[src/rtl/ocWaveGen_pkg.sv]
package ocWaveGen_pkg;
  typedef enum logic [1:0] {
    ACT_LOW    = 2'b00,
    ACT_PULSEH = 2'b01,
    ACT_PULSEL = 2'b10,
    ACT_TOGGLE = 2'b11
  } actType_e;

  // strobes from control to datapath
  typedef struct packed {
    logic cmpHit;  // last tick of the period, this edge
    logic clear;   // counters held in reset
  } ocStrobe_t;
endpackage

[src/rtl/ocCtrl.sv]
module ocCtrl
  import ocWaveGen_pkg::*;
#(
  parameter int CNT_W = 16,
  parameter int PRE_W = 8
) (
  input  logic             clk,
  input  logic             rstN,
  input  logic             cntEn,
  input  logic [CNT_W-1:0] periodVal,
  input  logic [PRE_W-1:0] prescaleVal,
  output ocStrobe_t        strb
);
  localparam logic [CNT_W-1:0] PER_ONE = CNT_W'(1);

  logic [PRE_W-1:0] preCnt;
  logic [CNT_W-1:0] perCnt;
  logic [CNT_W-1:0] perLast;
  logic             tick;
  logic             cmpHit;

  assign perLast = (periodVal == '0) ? '0 : periodVal - PER_ONE;
  assign tick    = cntEn && (preCnt >= prescaleVal);
  assign cmpHit  = tick && (perCnt >= perLast);

  always_ff @(posedge clk or negedge rstN) begin
    if (!rstN) begin
      preCnt <= '0;
    end else if (!cntEn || tick) begin
      preCnt <= '0;
    end else begin
      preCnt <= preCnt + PRE_W'(1);
    end
  end

  always_ff @(posedge clk or negedge rstN) begin
    if (!rstN) begin
      perCnt <= '0;
    end else if (!cntEn) begin
      perCnt <= '0;
    end else if (tick) begin
      perCnt <= cmpHit ? '0 : perCnt + PER_ONE;
    end
  end

  always_comb begin
    strb        = '0;
    strb.cmpHit = cmpHit;
    strb.clear  = !cntEn;
  end
endmodule

[src/rtl/ocDatapath.sv]
module ocDatapath
  import ocWaveGen_pkg::*;
#(
  parameter int PW_W = 8
) (
  input  logic            clk,
  input  logic            rstN,
  input  ocStrobe_t       strb,
  input  logic [1:0]      actType,
  input  logic [PW_W-1:0] pulseWidth,
  input  logic            presetLevel,
  output logic            pinOut,
  output logic            eventStb
);
  logic [PW_W-1:0] pulseCnt;
  logic            pulseAct;
  logic            toggleLvl;

  assign pulseAct = (pulseCnt != '0);

  always_ff @(posedge clk or negedge rstN) begin
    if (!rstN) begin
      eventStb <= 1'b0;
    end else begin
      eventStb <= strb.cmpHit;
    end
  end

  // pulse counted in undivided clocks, reloaded at every event
  always_ff @(posedge clk or negedge rstN) begin
    if (!rstN) begin
      pulseCnt <= '0;
    end else if (strb.clear) begin
      pulseCnt <= '0;
    end else if (strb.cmpHit) begin
      pulseCnt <= pulseWidth;
    end else if (pulseAct) begin
      pulseCnt <= pulseCnt - PW_W'(1);
    end
  end

  always_ff @(posedge clk or negedge rstN) begin
    if (!rstN) begin
      toggleLvl <= 1'b0;
    end else if (strb.clear) begin
      toggleLvl <= presetLevel;
    end else if (strb.cmpHit) begin
      toggleLvl <= ~toggleLvl;
    end
  end

  always_comb begin
    unique case (actType_e'(actType))
      ACT_LOW:    pinOut = 1'b0;
      ACT_PULSEH: pinOut = pulseAct;
      ACT_PULSEL: pinOut = ~pulseAct;
      ACT_TOGGLE: pinOut = toggleLvl;
      default:    pinOut = 1'b0;
    endcase
  end
endmodule

[src/rtl/ocWaveGen.sv]
module ocWaveGen
  import ocWaveGen_pkg::*;
#(
  parameter int CNT_W = 16,
  parameter int PRE_W = 8,
  parameter int PW_W  = 8
) (
  input  logic             clk,
  input  logic             rstN,
  input  logic             cntEn,
  input  logic [CNT_W-1:0] periodVal,
  input  logic [PRE_W-1:0] prescaleVal,
  input  logic [1:0]       actType,
  input  logic [PW_W-1:0]  pulseWidth,
  input  logic             presetLevel,
  output logic             pinOut,
  output logic             eventStb
);
  ocStrobe_t strb;

  ocCtrl #(.CNT_W(CNT_W), .PRE_W(PRE_W)) u_ctrl (
    .clk        (clk),
    .rstN       (rstN),
    .cntEn      (cntEn),
    .periodVal  (periodVal),
    .prescaleVal(prescaleVal),
    .strb       (strb)
  );

  ocDatapath #(.PW_W(PW_W)) u_dp (
    .clk        (clk),
    .rstN       (rstN),
    .strb       (strb),
    .actType    (actType),
    .pulseWidth (pulseWidth),
    .presetLevel(presetLevel),
    .pinOut     (pinOut),
    .eventStb   (eventStb)
  );
endmodule

[config.mk]
export PLATFORM = sky130hd
export DESIGN_NAME = ocWaveGen
export DESIGN_NICKNAME = d
export VERILOG_FILES = /design/src/rtl/ocWaveGen_pkg.sv /design/src/rtl/ocCtrl.sv /design/src/rtl/ocDatapath.sv /design/src/rtl/ocWaveGen.sv
export SDC_FILE = /design/constraint.sdc
export NUM_CORES = 1
export LEC_CHECK = 0
export BUFFER_PORTS_ARGS = -buffer_cell sky130_fd_sc_hd__buf_2
export CAP_MARGIN = 20
export CORE_MARGIN = 3
export CORE_UTILIZATION = 40
export CTS_CLUSTER_DIAMETER = 150
export DETAILED_ROUTE_END_ITERATION = 6
export PLACE_DENSITY = 0.71
export SYNTH_ARGS = -nofsm -noshare
export SYNTH_HDL_FRONTEND = slang
export SYNTH_HIERARCHICAL = 1
export SYNTH_SLANG_ARGS = --single-unit
[constraint.sdc]
create_clock -name clk -period 4.85 [get_ports clk]
set_input_delay 0.7275 -clock clk [delete_from_list [all_inputs] [get_ports clk]]
set_output_delay 0.7275 -clock clk [all_outputs]
set_load 0.02 [all_outputs]
==> flow_summary.toml, run 1 <==
[outcome]
status = "complete, no violations"

[global_route]
grt_pass1_vias = 2573
grt_max_degree = 35
grt_pass1_wl_um = 11000
antenna_found_initial = 0
grt_overflow = 0
grt_use_total_pct = 15.8

[clock_tree]
root_buffer = "clkbuf_8"
cts.sinks = 34
cts_tree = "done"
cts.htree.levels = 2
clockBufferDepth = 2
cts_resized = 0
cts_hold_buf = 0
cts_setup_buffers = 0
cts-buffers-inserted = 5
clock_latency_ns = 0.29
clk_pin_slew_worst_paths_ns = 0.08

[detailed_routing]
wl_um = 6180
wl_per_cell_um = 13.2
drc = 0
vias = 2515
viasPerCell = 5.39
drtIter0Drc = 93
drtAntennaViolNets = 0
first_pass_iters = 5

[flow_run]
max-cap-violations = 0

[critical_path]
critPathTopFamily = "simple AND/OR/NAND/NOR gates"
worstPathMaxFanout = 14
path_class = "in2reg"
path_buf_inv = 2
max_stage_delay_ns = 0.56
worstPathArrival_ns = 4.71
cp-start-kind = "input pin"
slowest_stage = "or4_1"
crit_required_ns = 5.08
end_kind = "flip-flop"
path_common_cell = "or4_1"
rrSetupSlack_ns = 1.91
crit_chain = "buf_2 -> or4_1 -> or4_1 -> nor4_1 -> xor2_1 -> nand2_1 -> ha_1 -> a21oi_1 -> o21bai_1 -> a211o_1 -> or3_1 -> nor2b_1 -> buf_4 -> a2111oi_0 -> a221o_1"

[logic_synthesis]
ys_seq_area_share_pct = 30.2
synth-edff-count = 0
ys.flop_type = "dfrtp_1"
synthCells = 330
synth_seq_cells = 34
syn_avg_cell_area_sq_um = 8.53
netlist_area_sq_mm = 0.00281
synth_warnings = 6
synthDistinctLibCells = 52
async_reset_ff_share_pct = 100
syn_nets = 398

[worst_hold_path]
min-delay-path-class = "in2async"

[pwr]
vdd_drop_max_uv = 145
powerDensity_mw_per_mm2 = 291
power.leakage_nw = 1.54
p_total_w = 0.000934

[finish]
finish.instance_area_sq_mm = 0.00321
n_fill_cell = 638
mostFrequentLayoutCells = "nand2_1 (46), buf_2 (39), dfrtp_1 (34)"
synthToLayoutAreaGrowth_pct = 14.2
n_antenna_cell = 0
final_nets = 441
final_common_cell = "nand2_1"
layout-drive-gt1-share_pct = 17.9

[floorplan]
start_util_pct = 42.8
core_area_sq_mm = 0.00657
fp.dieH_um = 89.9
die-area_sq_mm = 0.00808
rows = 29
die_w_um = 89.9
pin_count = 40

[sta]
relSlewSlack_pct = 48.7
rsz0062_at_grt = "false"
setup_violations = 0
drv_slew = 0
worst_pin_slew_ns = 0.769
fmax_mhz = 224
finalHoldViolCount = 0
fin_worst_skew_ns = 0.0114
period_minus_slack_ns = 4.47
fin_setup_tns_ns = 0
fin_crit_sh_pct = 92.3
finalWorstSetupSlack_ns = 0.376

[placement]
pre_cts_ws_ns = 0.0878
dp_hpwl_um = 4840
io_buffer_count = 39
place_area_sq_mm = 0.00312
routabilityCongestion = 0.850
==> worst register-to-register path, delay by kind of cell, from the launching register on <==
kind                     cells  cell delay (ns)
AO/OA/AOI/OAI                5             1.22
adder cells (fa/ha/maj)      1             0.33
buffers and inverters        1             0.20
flip-flops                   1             0.44
AND/OR/NAND/NOR              2             0.69
==> stage by stage <==
stage                     hold WS [ns]  cells  utilization, %
final                            0.505    467            48.9
after global placement           0.500    459            47.5
after detailed placement         0.510    459            47.5
after floorplan                  0.432    330               -
after global routing             0.560    467            48.9
after CTS                        0.528    467            48.9
==> synthesized netlist by cell type, drive strengths merged, types with 7 or more instances <==
master  instances  area share [%]
a21oi          14             2.5
nand2          46             6.1
nor2b           7             1.6
ha             30              13
nor3           12             2.3
o21ai           7             1.2
nand3          19             3.4
and2            7             1.6
xor2           14             4.4
nor2           25             3.4
nor4            8             1.8
inv            19             2.5
xnor2           7             2.2
dfrtp          34              30
==> worst paths after layout <==
path | startpoint | to | cells past startpoint
worst max-delay path | periodVal[3] | u_dp/pulseCnt[0] | 15
worst min-delay path | rstN | u_dp/toggleLvl | 1
worst max register to register | u_ctrl/perCnt[13] | u_dp/pulseCnt[0] | 9
worst min register to register | u_ctrl/perCnt[15] | u_ctrl/perCnt[15] | 1
max in group asynchronous | rstN | u_ctrl/perCnt[8] | 1
min in group clk | u_ctrl/perCnt[15] | u_ctrl/perCnt[15] | 1
==> per-layer routing <==
| layer | part of all wire (%) | wire length, um | global-route usage [%] |
|---|---|---|---|
| met1 | 46 | 2870 | 19.4 |
| met3 | 3.5 | 216 | 3.67 |
| met4 | 1.1 | 69 | 3.44 |
| met2 | 49 | 3020 | 28.0 |
| met5 | 0 | 0 | 0 |
==> registers in the layout, indices dropped and copies added, names as in the netlist <==
| signal | count |
|---|---|
| u_ctrl/perCnt | 16 |
| u_ctrl/preCnt | 8 |
| u_dp/pulseCnt | 8 |
| u_dp/eventStb | 1 |
| u_dp/toggleLvl | 1 |
==> power by group <==
group	switching, W	internal (W)
Combinational	0.000179	0.000167
Sequential	0.0000499	0.000316
Clock	0.000107	0.000114
Total	0.000336	0.000598
==> final cells by class <==
| class | instances | area (sq um) | share of cell area [%] |
|---|---|---|---|
| clock inverters | 2 | 12.5 | 0.389 |
| inverters | 19 | 71.3 | 2.22 |
| well taps | 93 | 116 | 3.62 |
| clock buffers | 6 | 82.6 | 2.57 |
| flip-flops and latches | 34 | 851 | 26.5 |
| multi-input cells | 269 | 1850 | 57.5 |
| repair buffers | 44 | 233 | 7.24 |
==> cell families (layout without fill, tap and decap cells) <==
family / count (synthesis) / count (layout) / synth area share [%]
AND/OR/NAND/NOR: 154 / 154 / 28.0
AO/OA/AOI/OAI: 58 / 58 / 15.7
buffers and inverters: 27 / 71 / 4.09
multiplexers: 6 / 6 / 2.13
XOR/XNOR: 21 / 21 / 6.54
adder cells (fa/ha/maj): 30 / 30 / 13.3
flip-flops: 34 / 34 / 30.2
No activity file was read; power rests on OpenSTA's default activity.
==> run 2, diff against run 1 <==
- ABC_AREA: unset -> 1
- PLACE_DENSITY: 0.71 -> unset
- SYNTH_HIERARCHICAL: 1 -> unset
==> flow_summary.toml, run 2 <==
[outcome]
status = "complete, no violations"

[logic_synthesis]
async_reset_ff_share_pct = 100
synth_mux_area_share_pct = 0
syn_nets = 482
synthCells = 415
synth_top_family_by_area = "simple AND/OR/NAND/NOR gates"
yosys.area_share.adder_pct = 12.5
synth_most_common_cell = "nand2_1"
synth_xor_area_share_pct = 6.63
ys_seq_area_share_pct = 29.3
yosys-top-cells-count = "nand2_1 (107), inv_1 (66), nor2_1 (48), dfrtp_1 (34)"
yosys.area.top_type_share_pct = 29.3
netlist_area_sq_mm = 0.00291
synth-compound-area-share_pct = 6.72
syn_avg_cell_area_sq_um = 7.00
synthSimpleGateAreaFrac_pct = 34.9
synthTopCellsByArea = "dfrtp_1 (29%), nand2_1 (14%), ha_1 (12%), inv_1 (8.5%), nor2_1 (6.2%)"
synthDistinctLibCells = 33
synth_warnings = 0
yosysTopAreaCell = "dfrtp_1"
synth_seq_cells = 34
ys.flop_type = "dfrtp_1"
synth-edff-count = 0

[global_route]
grt_max_degree = 35
grt_pass1_vias = 2552
antenna_found_initial = 0
grt_overflow = 0
grt_pass1_wl_um = 11300
grt_use_total_pct = 16.4

[detailed_routing]
wl_per_cell_um = 11.1
drtIter0Drc = 117
wl_um = 6160
drtAntennaViolNets = 0
vias = 2603
first_pass_iters = 4
drc = 0
viasPerCell = 4.71

[critical_path]
cp-start-kind = "input pin"
crit_required_ns = 5.06
end_kind = "flip-flop"
worstPathMaxFanout = 17
path_class = "in2reg"
worstPathArrival_ns = 3.43

[clock_tree]
clockBufferDepth = 2
cts_resized = 0
cts_tree = "done"
cts.htree.levels = 2
root_buffer = "clkbuf_8"
cts_hold_buf = 0
cts.sinks = 34
cts_setup_buffers = 0
clock_latency_ns = 0.29
cts-buffers-inserted = 5
clk_pin_slew_worst_paths_ns = 0.07

[finish]
synthToLayoutAreaGrowth_pct = 13.4
mostFrequentLayoutCells = "nand2_1 (107), inv_1 (66), nor2_1 (48)"
finish.instance_area_sq_mm = 0.00330
regArea_sq_um = 851
top_register = "u_ctrl.perCnt"
n_fill_cell = 724
largestRegisters = "u_ctrl.perCnt x16, u_ctrl.preCnt x8, u_dp.pulseCnt x8"
finalNonFillerCells = 553
largest_reg_flops = 16
final_common_cell = "nand2_1"
final_nets = 523
n_antenna_cell = 0
multiInputGateArea_sq_mm = 0.00176
layout-drive-gt1-share_pct = 15.8

[floorplan]
fp.dieH_um = 91.2
rows = 30
die_w_um = 91.2
pin_count = 40
die-area_sq_mm = 0.00832
core_area_sq_mm = 0.00691
start_util_pct = 42.1

[sta]
fin_setup_tns_ns = 0
fmax_mhz = 310
worst_pin_slew_ns = 0.776
relSlewSlack_pct = 48.3
setup_violations = 0
finalHoldViolCount = 0
fin_crit_sh_pct = 66.4
rsz0062_at_grt = "false"
holdWs_ns = 0.484
period_minus_slack_ns = 3.22
drv_slew = 0
fin_worst_skew_ns = 0.00691

[flow_run]
max-cap-violations = 0

[pwr]
power_frac_comb_pct = 32.6
vdd_drop_max_uv = 231
p_sw_w = 0.000292
p_seq_share_pct = 38.2
p_clk_share_pct = 29.1
intPower_w = 0.000566
powerDensity_mw_per_mm2 = 260
switching_share_pct = 34.0
power.leakage_nw = 1.85

[placement]
io_buffer_count = 39
routabilityCongestion = 0.858
place_area_sq_mm = 0.00319
dp_cells = 545
dp_hpwl_um = 4930

[worst_hold_path]
min-delay-path-class = "reg2reg"
==> run 2: power groups by stage <==
stage | registers (W) | logic (W) | clock network (W)
2_1_floorplan | 0.000329 | 0.000215 | 0
3_3_place_gp | 0.000332 | 0.000276 | 0
3_5_place_dp | 0.000333 | 0.000283 | 0
4_1_cts | 0.000328 | 0.000286 | 0.000258
5_1_grt | 0.000330 | 0.000329 | 0.000269
6_report | 0.000328 | 0.000280 | 0.000250
==> run 2: area by class of cell <==
cell class / count / area share [%]
multi-input combinational: 308 / 53.5
sequential: 34 / 25.8
inverter: 68 / 7.74
timing repair buffer: 39 / 5.92
tap: 96 / 3.64
clock buffer: 8 / 3.34
==> run 2: through the flow <==
| stage | worst slack, ns | util (%) | power (W) |
|---|---|---|---|
| floorplan | 1.89 | - | 0.000544 |
| global placement | 1.38 | 46.1 | 0.000608 |
| detailed placement | 1.30 | 46.1 | 0.000616 |
| CTS | 1.60 | 47.7 | 0.000871 |
| global route | 1.24 | 47.7 | 0.000929 |
| finish | 1.63 | 47.7 | 0.000858 |
==> run 2: layer usage <==
layer | routed length, um | track usage [%] | up-vias
li1 | - | - | 1393
met2 | 2860 | 26.7 | 28
met1 | 3030 | 22.4 | 1172
met3 | 174 | 2.73 | 10
met5 | 0 | 0 | -
met4 | 93 | 4.90 | 0
==> run 2: cell families after synthesis <==
group,Yosys count
fa+ha+maj,29
buf+inv,73
compound gates,32
xor+xnor,22
flops,34
simple gates,225
==> run 2: path summary, 6_finish.rpt <==
kind | from | endpoint | slack [ns] | cells after the start
setup / recovery | periodVal[0] | u_ctrl.perCnt[11] | 1.63 | 18
hold reg to reg | u_ctrl.preCnt[0] | u_ctrl.preCnt[0] | 0.48 | 1
hold / removal | u_ctrl.preCnt[0] | u_ctrl.preCnt[0] | 0.48 | 1
min in group asynchronous | rstN | u_ctrl.preCnt[7] | 0.51 | 1
max in group asynchronous | rstN | u_ctrl.perCnt[14] | 3.85 | 1
setup reg to reg | u_ctrl.preCnt[0] | u_ctrl.perCnt[5] | 2.73 | 11
==> run 2: critical path, cell delays in order <==
cell and delay, ns:
buf_2 0.12, inv_1 0.09, ha_1 0.20, inv_1 0.07
nor3_2 0.23, nand2_1 0.13, inv_2 0.09, nand2_1 0.06
o31ai_1 0.22, nand3_1 0.11, ha_1 0.28, nand2_1 0.10
o21ai_0 0.09, a21oi_1 0.15, nand2_2 0.11, nand2_4 0.20
nand2_2 0.23, nor3_1 0.22
==> run 3, diff against run 2 <==
- clock period: 4.85 -> 3.2 ns (I/O delays scaled with it)
==> flow_summary.toml, run 3 (synthesized netlist as in run 2, its figures left out) <==
[clock_tree]
cts.sinks = 34
cts_resized = 0
cts.htree.levels = 2
cts_tree = "done"
root_buffer = "clkbuf_8"
clockBufferDepth = 2
cts_setup_buffers = 0
clk_pin_slew_worst_paths_ns = 0.07
cts_hold_buf = 0
clock_latency_ns = 0.29
cts-buffers-inserted = 5

[finish]
mostFrequentLayoutCells = "nand2_1 (107), inv_1 (66), nor2_1 (48)"
finalNonFillerCells = 559
largestRegisters = "u_ctrl.perCnt x16, u_ctrl.preCnt x8, u_dp.pulseCnt x8"
n_antenna_cell = 0
top_register = "u_ctrl.perCnt"
final_common_cell = "nand2_1"
layout-drive-gt1-share_pct = 16.4
final_nets = 530
synthToLayoutAreaGrowth_pct = 14.0
largest_reg_flops = 16

[floorplan]
fp.dieH_um = 91.2
rows = 30
start_util_pct = 42.1
pin_count = 40
die_w_um = 91.2
core_area_sq_mm = 0.00691
die-area_sq_mm = 0.00832

[global_route]
grt_overflow = 0
grt_pass1_wl_um = 10700
grt_max_degree = 35
antenna_found_initial = 0
grt_pass1_vias = 2533
grt_use_total_pct = 15.5

[placement]
dp_cells = 552
io_buffer_count = 39
dp_hpwl_um = 4920
routabilityCongestion = 0.866

[detailed_routing]
drtIter0Drc = 85
wl_per_cell_um = 10.9
first_pass_iters = 4
viasPerCell = 4.71
wl_um = 6100
drtAntennaViolNets = 0
vias = 2635
drc = 0

[sta]
fin_worst_skew_ns = 0.00595
finalHoldViolCount = 0
fin_crit_sh_pct = 90.6
fmax_mhz = 345
setup_violations = 0
drv_slew = 0
period_minus_slack_ns = 2.90
rsz0062_at_grt = "false"
relSlewSlack_pct = 48.2
fin_setup_tns_ns = 0
worst_pin_slew_ns = 0.776

[critical_path]
crit_required_ns = 3.43
worstPathMaxFanout = 12
end_kind = "flip-flop"
worstPathArrival_ns = 3.13
path_class = "in2reg"
cp-start-kind = "input pin"

[worst_hold_path]
min-delay-path-class = "in2async"

[pwr]
power.leakage_nw = 1.87
vdd_drop_max_uv = 269
powerDensity_mw_per_mm2 = 369

[outcome]
status = "complete, no violations"

[flow_run]
max-cap-violations = 0
-- run 3: cell count changes in the layout (fill, tap and decap cells not counted), sizes merged --
cell / change
clkbuf: -1
buf: +7
-- run 3: layout make-up --
type,count,area (sq um)
multi-input cells,308,1760
repair buffers,46,248
inverters,68,255
well taps,96,120
flip-flops and latches,34,851
clock buffers,7,76.3
fillers,730,3590
-- run 3: worst max-delay path, stage by stage --
cell,delay [ns]
buf_2,0.10
inv_1,0.10
ha_1,0.20
inv_1,0.08
nor3_2,0.24
nand2_1,0.12
inv_2,0.09
nand2_1,0.07
o31ai_1,0.20
nand3_1,0.10
ha_1,0.28
nand2_1,0.07
o21ai_0,0.18
a21oi_1,0.07
nand2_2,0.12
nand2_4,0.11
buf_4,0.17
a21oi_4,0.20
nand2_1,0.09
inv_1,0.05
-- run 3: final timing paths --
path / slack, ns / endpoint / cells past startpoint / start
max in group asynchronous: 2.43 / u_ctrl.perCnt[14] / 1 / rstN
max: 0.30 / u_dp.pulseCnt[7] / 20 / periodVal[0]
min: 0.27 / u_ctrl.preCnt[7] / 1 / rstN
min in group clk: 0.46 / u_dp.pulseCnt[5] / 5 / pulseWidth[5]
max reg2reg: 1.13 / u_ctrl.perCnt[13] / 10 / u_ctrl.preCnt[1]
min reg2reg: 0.48 / u_ctrl.preCnt[0] / 1 / u_ctrl.preCnt[0]
-- run 3: power by group --
| group | switching [W] | total, W | leakage, nW | internal, W |
|---|---|---|---|---|
| logic | 0.000251 | 0.000427 | 1.36 | 0.000176 |
| registers | 0.0000277 | 0.000496 | 0.464 | 0.000468 |
| clock network | 0.000150 | 0.000300 | 0.0383 | 0.000150 |
| total | 0.000429 | 0.00122 | 1.87 | 0.000794 |
-- run 3: per-layer routing --
layer	vias to the layer above	wire [um]	GRT usage, %
met4	0	59	3.77
li1	1407	-	-
met3	7	172	2.49
met1	1193	2990	21.2
met5	-	0	0
met2	28	2880	25.5
-- run 3: metrics by stage --
| step | hold slack, ns | setup WS [ns] | total power, W | instance area, sq um | utilization, % |
|---|---|---|---|---|---|
| 6_report | 0.272 | 0.301 | 0.00122 | 3310 | 48.0 |
| 5_1_grt | 0.339 | 0.0154 | 0.00133 | 3310 | 48.0 |
| 4_1_cts | 0.303 | 0.286 | 0.00124 | 3310 | 48.0 |
| 3_5_place_dp | 0.472 | -0.00259 | 0.000934 | 3240 | 46.9 |
| 3_3_place_gp | 0.466 | 0.0964 | 0.000928 | 3240 | 46.9 |
| 2_1_floorplan | 0.184 | 0.486 | 0.000825 | 2910 | - |
